<file path="src/rtl/ioret_pkg.sv">
package ioret_pkg;

    // Attributes carried by one bus access
    typedef struct packed {
        logic secure;
        logic priv;
    } bus_attr_t;

    // Whether one pin's bit is visible to an access with the given attributes
    function automatic logic pin_access_ok(
        input logic      pin_is_secure,
        input logic      secure_priv_on,
        input logic      nonsec_priv_on,
        input bus_attr_t attr
    );
        logic need_priv;
        logic sec_ok;
        logic priv_ok;
        need_priv = pin_is_secure ? secure_priv_on : nonsec_priv_on;
        sec_ok    = !pin_is_secure || attr.secure;
        priv_ok   = !need_priv || attr.priv;
        return sec_ok && priv_ok;
    endfunction

endpackage

</file>
<file path="src/rtl/ioret_addr_decode.sv">
module ioret_addr_decode #(
    parameter int unsigned ADDR_W   = 8,
    parameter logic [ADDR_W-1:0] REG_ADDR = 8'h2C
) (
    input  logic [ADDR_W-1:0] addr_i,
    input  logic              rd_i,
    input  logic              wr_i,
    output logic              rd_hit_o,
    output logic              wr_hit_o
);
    logic match;

    always_comb begin
        match    = (addr_i == REG_ADDR);
        rd_hit_o = rd_i && match;
        wr_hit_o = wr_i && match;
    end
endmodule

</file>
<file path="src/rtl/ioret_pin_gate.sv">
module ioret_pin_gate
    import ioret_pkg::*;
#(
    parameter int unsigned NUM_PINS = 3
) (
    input  logic [NUM_PINS-1:0] pin_secure_i,
    input  logic                spriv_i,
    input  logic                nspriv_i,
    input  bus_attr_t           attr_i,
    output logic [NUM_PINS-1:0] allow_o
);
    for (genvar g = 0; g < NUM_PINS; g++) begin : g_pin
        always_comb begin
            allow_o[g] = pin_access_ok(pin_secure_i[g], spriv_i, nspriv_i, attr_i);
        end
    end
endmodule

</file>
<file path="src/rtl/ioret_status_cell.sv">
module ioret_status_cell (
    input  logic clk,
    input  logic rst_n,
    input  logic set_i,
    input  logic clr_i,
    output logic status_o
);
    typedef struct packed {
        logic ret;
    } cell_t;

    cell_t cell_d;
    cell_t cell_q;

    always_comb begin
        cell_d = cell_q;
        if (clr_i) begin
            cell_d.ret = 1'b0;
        end
        // hardware set wins over a same-cycle clear
        if (set_i) begin
            cell_d.ret = 1'b1;
        end
    end

    always_ff @(posedge clk or negedge rst_n) begin
        if (!rst_n) begin
            cell_q <= '0;
        end else begin
            cell_q <= cell_d;
        end
    end

    assign status_o = cell_q.ret;
endmodule

</file>
<file path="src/rtl/ioret_status_reg.sv">
module ioret_status_reg
    import ioret_pkg::*;
#(
    parameter int unsigned DATA_W   = 32,
    parameter int unsigned ADDR_W   = 8,
    parameter logic [ADDR_W-1:0] REG_ADDR = 8'h2C,
    parameter int unsigned NUM_PINS = 3,
    parameter int unsigned PIN_LO   = 13
) (
    input  logic                clk,
    input  logic                rst_n,
    input  logic [ADDR_W-1:0]   bus_addr,
    input  logic [DATA_W-1:0]   bus_wdata,
    input  logic                bus_wr,
    input  logic                bus_rd,
    input  logic                bus_secure,
    input  logic                bus_priv,
    output logic [DATA_W-1:0]   bus_rdata,
    input  logic [NUM_PINS-1:0] pin_ret_en,
    input  logic [NUM_PINS-1:0] pin_secure,
    input  logic                spriv_ctl,
    input  logic                nspriv_ctl,
    input  logic                standby_enter,
    output logic [NUM_PINS-1:0] ret_status
);
    localparam int unsigned PIN_HI = PIN_LO + NUM_PINS - 1;

    typedef struct packed {
        logic [DATA_W-1:0] rdata;
    } rd_state_t;

    bus_attr_t           attr;
    logic                rd_hit;
    logic                wr_hit;
    logic [NUM_PINS-1:0] allow;
    logic [NUM_PINS-1:0] wfield;
    logic [NUM_PINS-1:0] set_req;
    logic [NUM_PINS-1:0] clr_req;
    logic                wdata_unused;
    rd_state_t           rd_d;
    rd_state_t           rd_q;

    initial begin
        if (PIN_HI >= DATA_W) begin
            $error("status field does not fit in the data word");
        end
    end

    assign attr.secure  = bus_secure;
    assign attr.priv    = bus_priv;
    assign wfield       = bus_wdata[PIN_HI:PIN_LO];
    assign wdata_unused = &{1'b0, bus_wdata};

    ioret_addr_decode #(
        .ADDR_W   (ADDR_W),
        .REG_ADDR (REG_ADDR)
    ) u_decode (
        .addr_i   (bus_addr),
        .rd_i     (bus_rd),
        .wr_i     (bus_wr),
        .rd_hit_o (rd_hit),
        .wr_hit_o (wr_hit)
    );

    ioret_pin_gate #(
        .NUM_PINS (NUM_PINS)
    ) u_gate (
        .pin_secure_i (pin_secure),
        .spriv_i      (spriv_ctl),
        .nspriv_i     (nspriv_ctl),
        .attr_i       (attr),
        .allow_o      (allow)
    );

    for (genvar g = 0; g < NUM_PINS; g++) begin : g_cell
        always_comb begin
            set_req[g] = standby_enter && pin_ret_en[g];
            clr_req[g] = wr_hit && allow[g] && !wfield[g];
        end

        ioret_status_cell u_cell (
            .clk      (clk),
            .rst_n    (rst_n),
            .set_i    (set_req[g]),
            .clr_i    (clr_req[g]),
            .status_o (ret_status[g])
        );
    end

    always_comb begin
        rd_d       = '0;
        if (rd_hit) begin
            for (int i = 0; i < NUM_PINS; i++) begin
                rd_d.rdata[PIN_LO + i] = ret_status[i] && allow[i];
            end
        end
    end

    always_ff @(posedge clk or negedge rst_n) begin
        if (!rst_n) begin
            rd_q <= '0;
        end else begin
            rd_q <= rd_d;
        end
    end

    assign bus_rdata = rd_q.rdata;
endmodule

</file>
<file path="config.mk">
export PLATFORM = sky130hd
export DESIGN_NAME = ioret_status_reg
export DESIGN_NICKNAME = d
export VERILOG_FILES = /design/src/rtl/ioret_pkg.sv /design/src/rtl/ioret_addr_decode.sv /design/src/rtl/ioret_pin_gate.sv /design/src/rtl/ioret_status_cell.sv /design/src/rtl/ioret_status_reg.sv
export SDC_FILE = /design/constraint.sdc
export NUM_CORES = 1
export LEC_CHECK = 0
export BUFFER_PORTS_ARGS = -buffer_cell sky130_fd_sc_hd__buf_2
export CAP_MARGIN = 10
export CORE_MARGIN = 4
export CORE_UTILIZATION = 26
export DETAILED_ROUTE_END_ITERATION = 16
export MAX_ROUTING_LAYER = met4
export PLACE_DENSITY_LB_ADDON = 0.2
export SYNTH_ARGS = -nofsm -noshare
export SYNTH_HDL_FRONTEND = slang
export SYNTH_SLANG_ARGS = --single-unit
</file>
<file path="constraint.sdc">
create_clock -name clk -period 0.8 [get_ports clk]
set_input_delay 0.16 -clock clk [delete_from_list [all_inputs] [get_ports clk]]
set_output_delay 0.16 -clock clk [all_outputs]
set_load 0.02 [all_outputs]
</file>
# Word-level counts from Yosys, hierarchy flattened
# Index checks and enable logic that the tools add are counted.
# word_totals
ff_bits,6
word_cells,50
# classes
eq_ne,1
mux,10
n_reduce_logical,35
# op_table
cell,n
logical AND 1 bit,17
zero test 1 bit,9
two-way mux 1 bit,9
equality test 8 x 6 -> 1 bit (second input constant),1
logical OR 1 bit,6
nonzero test 2 bit,3
two-way mux 3 bit,1

# Depth between registers and ports, before layout
# Gate-level depths: netlist of run 1.
# depth
depth_word,8
depth_mapped,3
mapped_depth_nobuf,3

# Cells and area by module
# Synthesis of run 1 repeated with hierarchy kept, for this count alone.
# unflattened
hier_cells,68
hier_area_um2,569.3
# by_module_without_submodules
module,n_inst,cells_per_inst,area_per_inst_um2,seq_area_each_um2
ioret_status_reg,1,42,360.3,75.1
ioret_status_cell,3,3,36.3,25.0
ioret_pin_gate,1,11,61.3,0.0
ioret_addr_decode,1,6,38.8,0.0

# Worst setup path after synthesis of run 1
# Ideal clock, no wire load.
# synth_path
path_type,input to register
start,in bus_addr[4]
end,reg g_cell[0].u_cell.cell_q
t_arrival_ns,0.722
required_time_ns,0.660
slack_ns,-0.062
cell_stages,3
n_path_buf,0
path_cell_list,nor4b_4 and2_2 a41oi_1
# synth_between
elab_chain_len,5
# synth_lines
item,line,text
"start, declared",ioret_status_reg.sv:12,"input logic [ADDR_W-1:0] bus_addr,"
equality test 8 x 6 -> 1 bit,ioret_addr_decode.sv:14,match = (addr_i == REG_ADDR);
logical AND 1 bit,ioret_addr_decode.sv:16,wr_hit_o = wr_i && match;
logical AND 1 bit (2 in series),ioret_status_reg.sv:78,clr_req[g] = wr_hit && allow[g] && !wfield[g];
nonzero test 2 bit (no line),-,
"end signal, assigned",ioret_status_cell.sv:30,cell_q <= cell_d;
"end, declared",ioret_status_cell.sv:13,cell_t cell_q;
# No other way between the ends.
# A chain may end at the register's enable or synchronous reset.

# Worst setup path after layout of run 1
# layout_path
start,reg g_cell[0].u_cell.cell_q
end,out ret_status[0]
# layout_lines
item,line,text
"end, declared",ioret_status_reg.sv:24,output logic [NUM_PINS-1:0] ret_status
# No word-level cell between the ends.

==> results.yml, run 1 <==
run_status:
  status: "complete, but fails checks"
  violations: "negative setup slack"
cts:
  clk_path_buf_depth: 2
  clock_sinks: 6
  clk_latency_ps: 240
  cts_tree: "done"
  cts_buffers: 3
  root_buffer: "clkbuf_4"
  cts_max_level: 1
  clk_pin_slew_ps: 40
pwr:
  power_density_nw_per_um2: 1030
  ir_drop_uv: 411
  p_leak_uw: 0.000438
  total_power_uw: 860
setup_path:
  cp_cell_sequence: "buf_6"
  arrival_ps: 780
  cp_slowest_cell: "dfrtp_1"
  crit_family: "flip-flops"
  slowest_delay_ps: 400
  cp_num_buf_inv: 1
  worstSetupPathType: "register to primary output"
  critPathCaptureType: "primary output"
  worstSetupStartpointType: "register"
  cp.required_ps: 640
  cp_max_fo: 2
floorplan:
  die_height_um: 56.7
  die_w_um: 56.7
  io_pins: 90
  rows: 17
  die_area_um2: 3220
  start_util: 0.276
  coreArea_um2: 2230
synthesis:
  synthCells: 67
  ys_seq_area_frac: 0.243
  syn-cell-area_um2: 617
  synth_edf_count: 0
  synth_cell_types: 16
  synth_area_per_cell_um2: 9.21
  synth_async_sr_flop_share: 1.00
  synthFlopType: "dfrtp_1"
  yosysWarnings: 0
  synth-seq-cells: 6
layout:
  syn2layout_area_growth_pct: 35.5
  drive_gt1_frac: 0.510
  antenna_cells: 0
  post-route-util: 0.374
  final_common_cell: "conb_1"
  fin_nets: 159
  layout_common_cells: "29 x conb_1, 24 x buf_2, 9 x buf_6"
detailed_routing:
  postRouteAntennaNets: 0
  vias: 483
  vias_per_cell: 3.72
  wl_per_cell_um: 10.5
  drt_pass1_iterations: 2
  totalWireLength_um: 1360
  drt_iter0_drc: 4
  drc_errors: 0
grt:
  antenna_found_initial: 0
  grt_pass1_wl_um: 2000
  grt_max_degree: 7
  gr-usage-all-layers: 0.0841
  grt_pass1_vias: 428
  grt_overflow: 0
sta:
  slew_viol_final: 0
  fmax_ghz: 1.06
  setup_viol: 8
  finalCriticalPeriod_ps: 942
  finalWorstSetupSlack_ps: -142
  hold_viol_final: 0
  rsz0062_at_grt: "true"
  skew_ps: 0.955
  fin_crit_sh: 1.18
worst_hold_path:
  hp-class: "input pin to register"
placed_design:
  place_congestion: 0.763
  port_buffers: 31
  dpl.hpwl_um: 1200
  dp_slack_ps: -231
flow_run:
  maxCapViolations: 0
==> registers in the layout, summed over array words and instances, names as in the netlist <==
| register | cells |
|---|---|
| bus_rdata | 3 |
| g_cell.u_cell.status_o | 3 |
==> what timing repair did <==
| item | 4_1_cts | 5_1_grt |
|---|---|---|
| setup buffers | 3 | 0 |
| endpoints found under the hold margin | 6 | 0 |
| gates resized for setup | 15 | 6 |
| hold buffers | 1 | 0 |
| pin swaps | 0 | 1 |
| setup endpoints to repair | 6 | 12 |
==> synthesized netlist by cell type (2+ instances only) <==
master     count  area, um^2
nor2b_1        2        12.5
inv_1          4        15.0
a41oi_1        3        26.3
mux2i_1        2        20.0
nor3b_2        3        37.5
dfrtp_1        6         150
buf_4         32         240
a21oi_1        6        30.0
a2bb2oi_1      2        17.5
==> cell type report <==
class,count,area [um^2]
Fill cell,239,1400
Multi-Input combinational cell,53,367
Timing Repair Buffer,36,246
Sequential cell,6,150
Tap cell,28,35.0
Clock buffer,3,22.5
Inverter,4,15.0
==> cells by family (layout without fill, tap and decap cells) <==
group,Yosys count,count (layout),synth area share
mux,2,2,0.0325
buf+inv,36,43,0.414
simple gates,10,10,0.174
flops,6,6,0.243
compound gates,12,12,0.130
other cells,1,29,0.00608
==> power by group <==
group          leakage [uW]  switching, uW  internal, uW
Combinational      0.000356            191          86.9
Sequential        0.0000682          0.422           305
Clock             0.0000138            107           170
==> final timing paths <==
| check | start | to | cells after the start | slack, ps |
|---|---|---|---|---|
| worst max-delay path | g_cell[0].u_cell.status_o | ret_status[0] | 1 | -140 |
| worst min-delay path | bus_rd | bus_rdata[14] | 3 | 220 |
| worst max register to register | g_cell[1].u_cell.status_o | g_cell[1].u_cell.status_o | 3 | -40 |
| worst min register to register | g_cell[2].u_cell.status_o | bus_rdata[15] | 3 | 630 |
| max in group asynchronous | rst_n | bus_rdata[14] | 2 | 390 |
| min in group asynchronous | rst_n | g_cell[1].u_cell.status_o | 2 | 270 |
==> stage by stage <==
stage                     area (um^2)  cells  setup TNS [ps]  hold slack [ps]
after detailed placement          703    123           -1290            -6.30
final                             836    130            -779              217
after floorplan                   746     95            -304             -136
after global routing              836    130           -1080              227
after global placement            703    123           -1230            -5.30
after CTS                         807    130            -856              216
==> metal layers <==
layer / vias up / global-route usage / wire length, um
met2: 34 / 0.104 / 646
met1: 212 / 0.108 / 510
met3: 0 / 0.0391 / 206
met5: - / - / 0
li1: 237 / - / -
met4: 0 / 0.0508 / 0
(Power assumes the default switching activity.)
==> run 2, diff against run 1 <==
--- a/config.mk
+++ b/config.mk
@@ -5,10 +5,11 @@
 export SDC_FILE = /design/constraint.sdc
 export NUM_CORES = 1
 export LEC_CHECK = 0
+export ABC_AREA = 1
 export BUFFER_PORTS_ARGS = -buffer_cell sky130_fd_sc_hd__buf_2
 export CAP_MARGIN = 10
 export CORE_MARGIN = 4
-export CORE_UTILIZATION = 26
+export CORE_UTILIZATION = 27
 export DETAILED_ROUTE_END_ITERATION = 16
 export MAX_ROUTING_LAYER = met4
 export PLACE_DENSITY_LB_ADDON = 0.2
==> results.yml, run 2 <==
synthesis:
  syn-cell-area_um2: 651
  synth_async_sr_flop_share: 1.00
  ys_seq_area_frac: 0.231
  yosys.area.top_type: "buf_4"
  synth-seq-cells: 6
  yosysWarnings: 0
  synth_area_per_cell_um2: 7.07
  synth_cell_types: 13
  synth_edf_count: 0
  synthFlopType: "dfrtp_1"
  synthMostInstantiatedCell: "buf_4"
  synth_top_area_frac: 0.369
  synthTopCellsByArea: "buf_4 37%, dfrtp_1 23%, nand2_1 9.8%, inv_1 8.1%, nand3_1 6.2%"
  synthCells: 92
  ys_top_cells_by_count: "32 x buf_4, 17 x nand2_1, 14 x inv_1"
cts:
  clk_pin_slew_ps: 40
  cts_buffers: 3
  clk_latency_ps: 240
  cts_max_level: 1
  clk_path_buf_depth: 2
  cts_tree: "done"
  root_buffer: "clkbuf_4"
  clock_sinks: 6
sta:
  rsz0062_at_grt: "true"
  setup_viol: 6
  fin_crit_sh: 1.15
  skew_ps: 0.538
  fmax_ghz: 1.09
  finalCriticalPeriod_ps: 917
  finalWorstSetupSlack_ps: -117
  hold_viol_final: 0
  slew_viol_final: 0
setup_path:
  arrival_ps: 760
  slowest_delay_ps: 380
  regToRegSetupSlack_ps: 20
  cp.depth: 1
  critPathCaptureType: "primary output"
  worstSetupStartpointType: "register"
  rr_worst_depth: 2
  crit_family: "flip-flops"
  worstSetupPathType: "register to primary output"
  cp_max_fo: 2
  rr_endpoint: "bus_rdata[14]"
  cp_slowest_cell: "dfrtp_1"
  cp-startpoint: "g_cell[2].u_cell.status_o"
  worstSetupEndpoint: "ret_status[2]"
  cp.required_ps: 640
  r2r-start: "g_cell[1].u_cell.status_o"
  cp_cell_sequence: "buf_6"
  cp_num_buf_inv: 1
grt:
  grt_pass1_wl_um: 1940
  gr-usage-all-layers: 0.0769
  grt_max_degree: 7
  grt_overflow: 0
  grt_pass1_vias: 493
  antenna_found_initial: 0
floorplan:
  die_area_um2: 3260
  rows: 17
  die_height_um: 57.1
  start_util: 0.289
  io_pins: 90
  die_w_um: 57.1
  coreArea_um2: 2250
layout:
  fill_cells: 264
  post-route-util: 0.366
  fin_cells: 156
  antenna_cells: 0
  final_common_cell: "conb_1"
  syn2layout_area_growth_pct: 26.7
  layout_common_cells: "29 x conb_1, 25 x buf_2, 17 x nand2_1"
  fin_nets: 185
  drive_gt1_frac: 0.398
pwr:
  p_leak_uw: 0.000497
  ir_drop_uv: 419
  power_density_nw_per_um2: 1050
detailed_routing:
  drt_pass1_iterations: 4
  drt_iter0_drc: 4
  wl_per_cell_um: 8.38
  vias_per_cell: 3.54
  drc_errors: 0
  totalWireLength_um: 1310
  vias: 552
  postRouteAntennaNets: 0
placed_design:
  place_congestion: 0.791
  dpl.hpwl_um: 1180
  place_inst: 149
  port_buffers: 31
  dp_slack_ps: -121
run_status:
  violations: "negative setup slack"
  status: "complete, but fails checks"
flow_run:
  maxCapViolations: 0
worst_hold_path:
  hp-class: "input pin to register"
## run 2: changes by cell type after synthesis, moves of 3 or more
cell     before  now
nand2_1       1   17
o21ai_1       0    3
a21oi_1       6    0
a41oi_1       3    0
nand2_2       0    3
nand3_1       0    8
inv_1         4   14
## run 2: cell families after synthesis
kind of cell	Yosys count	share of synthesized area
buffers and inverters	47	0.456
AND/OR/NAND/NOR	35	0.285
flip-flops	6	0.231
AO/OA/AOI/OAI	3	0.0231
other	1	0.00576
## run 2: area by class of cell
class / count / area (um^2) / area share
repair buffers: 37 / 240 / 0.291
well taps: 28 / 35.0 / 0.0425
flip-flops and latches: 6 / 150 / 0.182
inverters: 15 / 56.3 / 0.0683
multi-input cells: 67 / 320 / 0.388
clock buffers: 3 / 22.5 / 0.0273
## run 2: metal layers
layer	track usage	vias up	wire, um	share of wire
li1	-	285	-	-
met1	0.0897	236	488	0.37
met2	0.117	31	650	0.50
met3	0.0181	0	168	0.13
met4	0.0497	0	0	0
met5	-	-	0	0
## run 2: stage by stage
step / area (um^2) / hold slack, ps / TNS, ps / power [uW]
3_5_place_dp: 721 / -12.0 / -428 / 589
2_1_floorplan: 756 / -136 / 0 / 607
5_1_grt: 825 / 120 / -855 / 939
3_3_place_gp: 721 / -13.4 / -359 / 585
4_1_cts: 813 / 110 / -689 / 874
6_report: 825 / 123 / -626 / 866
## run 2: power breakdown
group          internal (uW)  switching (uW)  leakage (uW)
Clock                    169             103     0.0000138
Sequential               305           0.323     0.0000682
Combinational           83.6             204      0.000415
## run 2: worst min-delay path by stage
| stage | from | cells past startpoint | to | slack (ps) |
|---|---|---|---|---|
| 2_1_floorplan | rst_n | 0 | bus_rdata[13] | -140 |
| 4_1_cts | pin_ret_en[0] | 3 | g_cell[0].u_cell.status_o | 110 |
| 5_1_grt | pin_ret_en[0] | 3 | g_cell[0].u_cell.status_o | 120 |
| 3_5_place_dp | rst_n | 1 | g_cell[0].u_cell.status_o | -10 |
| 3_3_place_gp | rst_n | 1 | g_cell[0].u_cell.status_o | -10 |
| 6_report | pin_ret_en[0] | 3 | g_cell[0].u_cell.status_o | 120 |
## run 2: timing repair
action / 4_1_cts / 5_1_grt
buffers inserted: 3 / 0
setup endpoints to repair: 6 / 10
gates resized for setup: 12 / 3
hold endpoints to repair: 6 / 0
hold buffers: 1 / 0
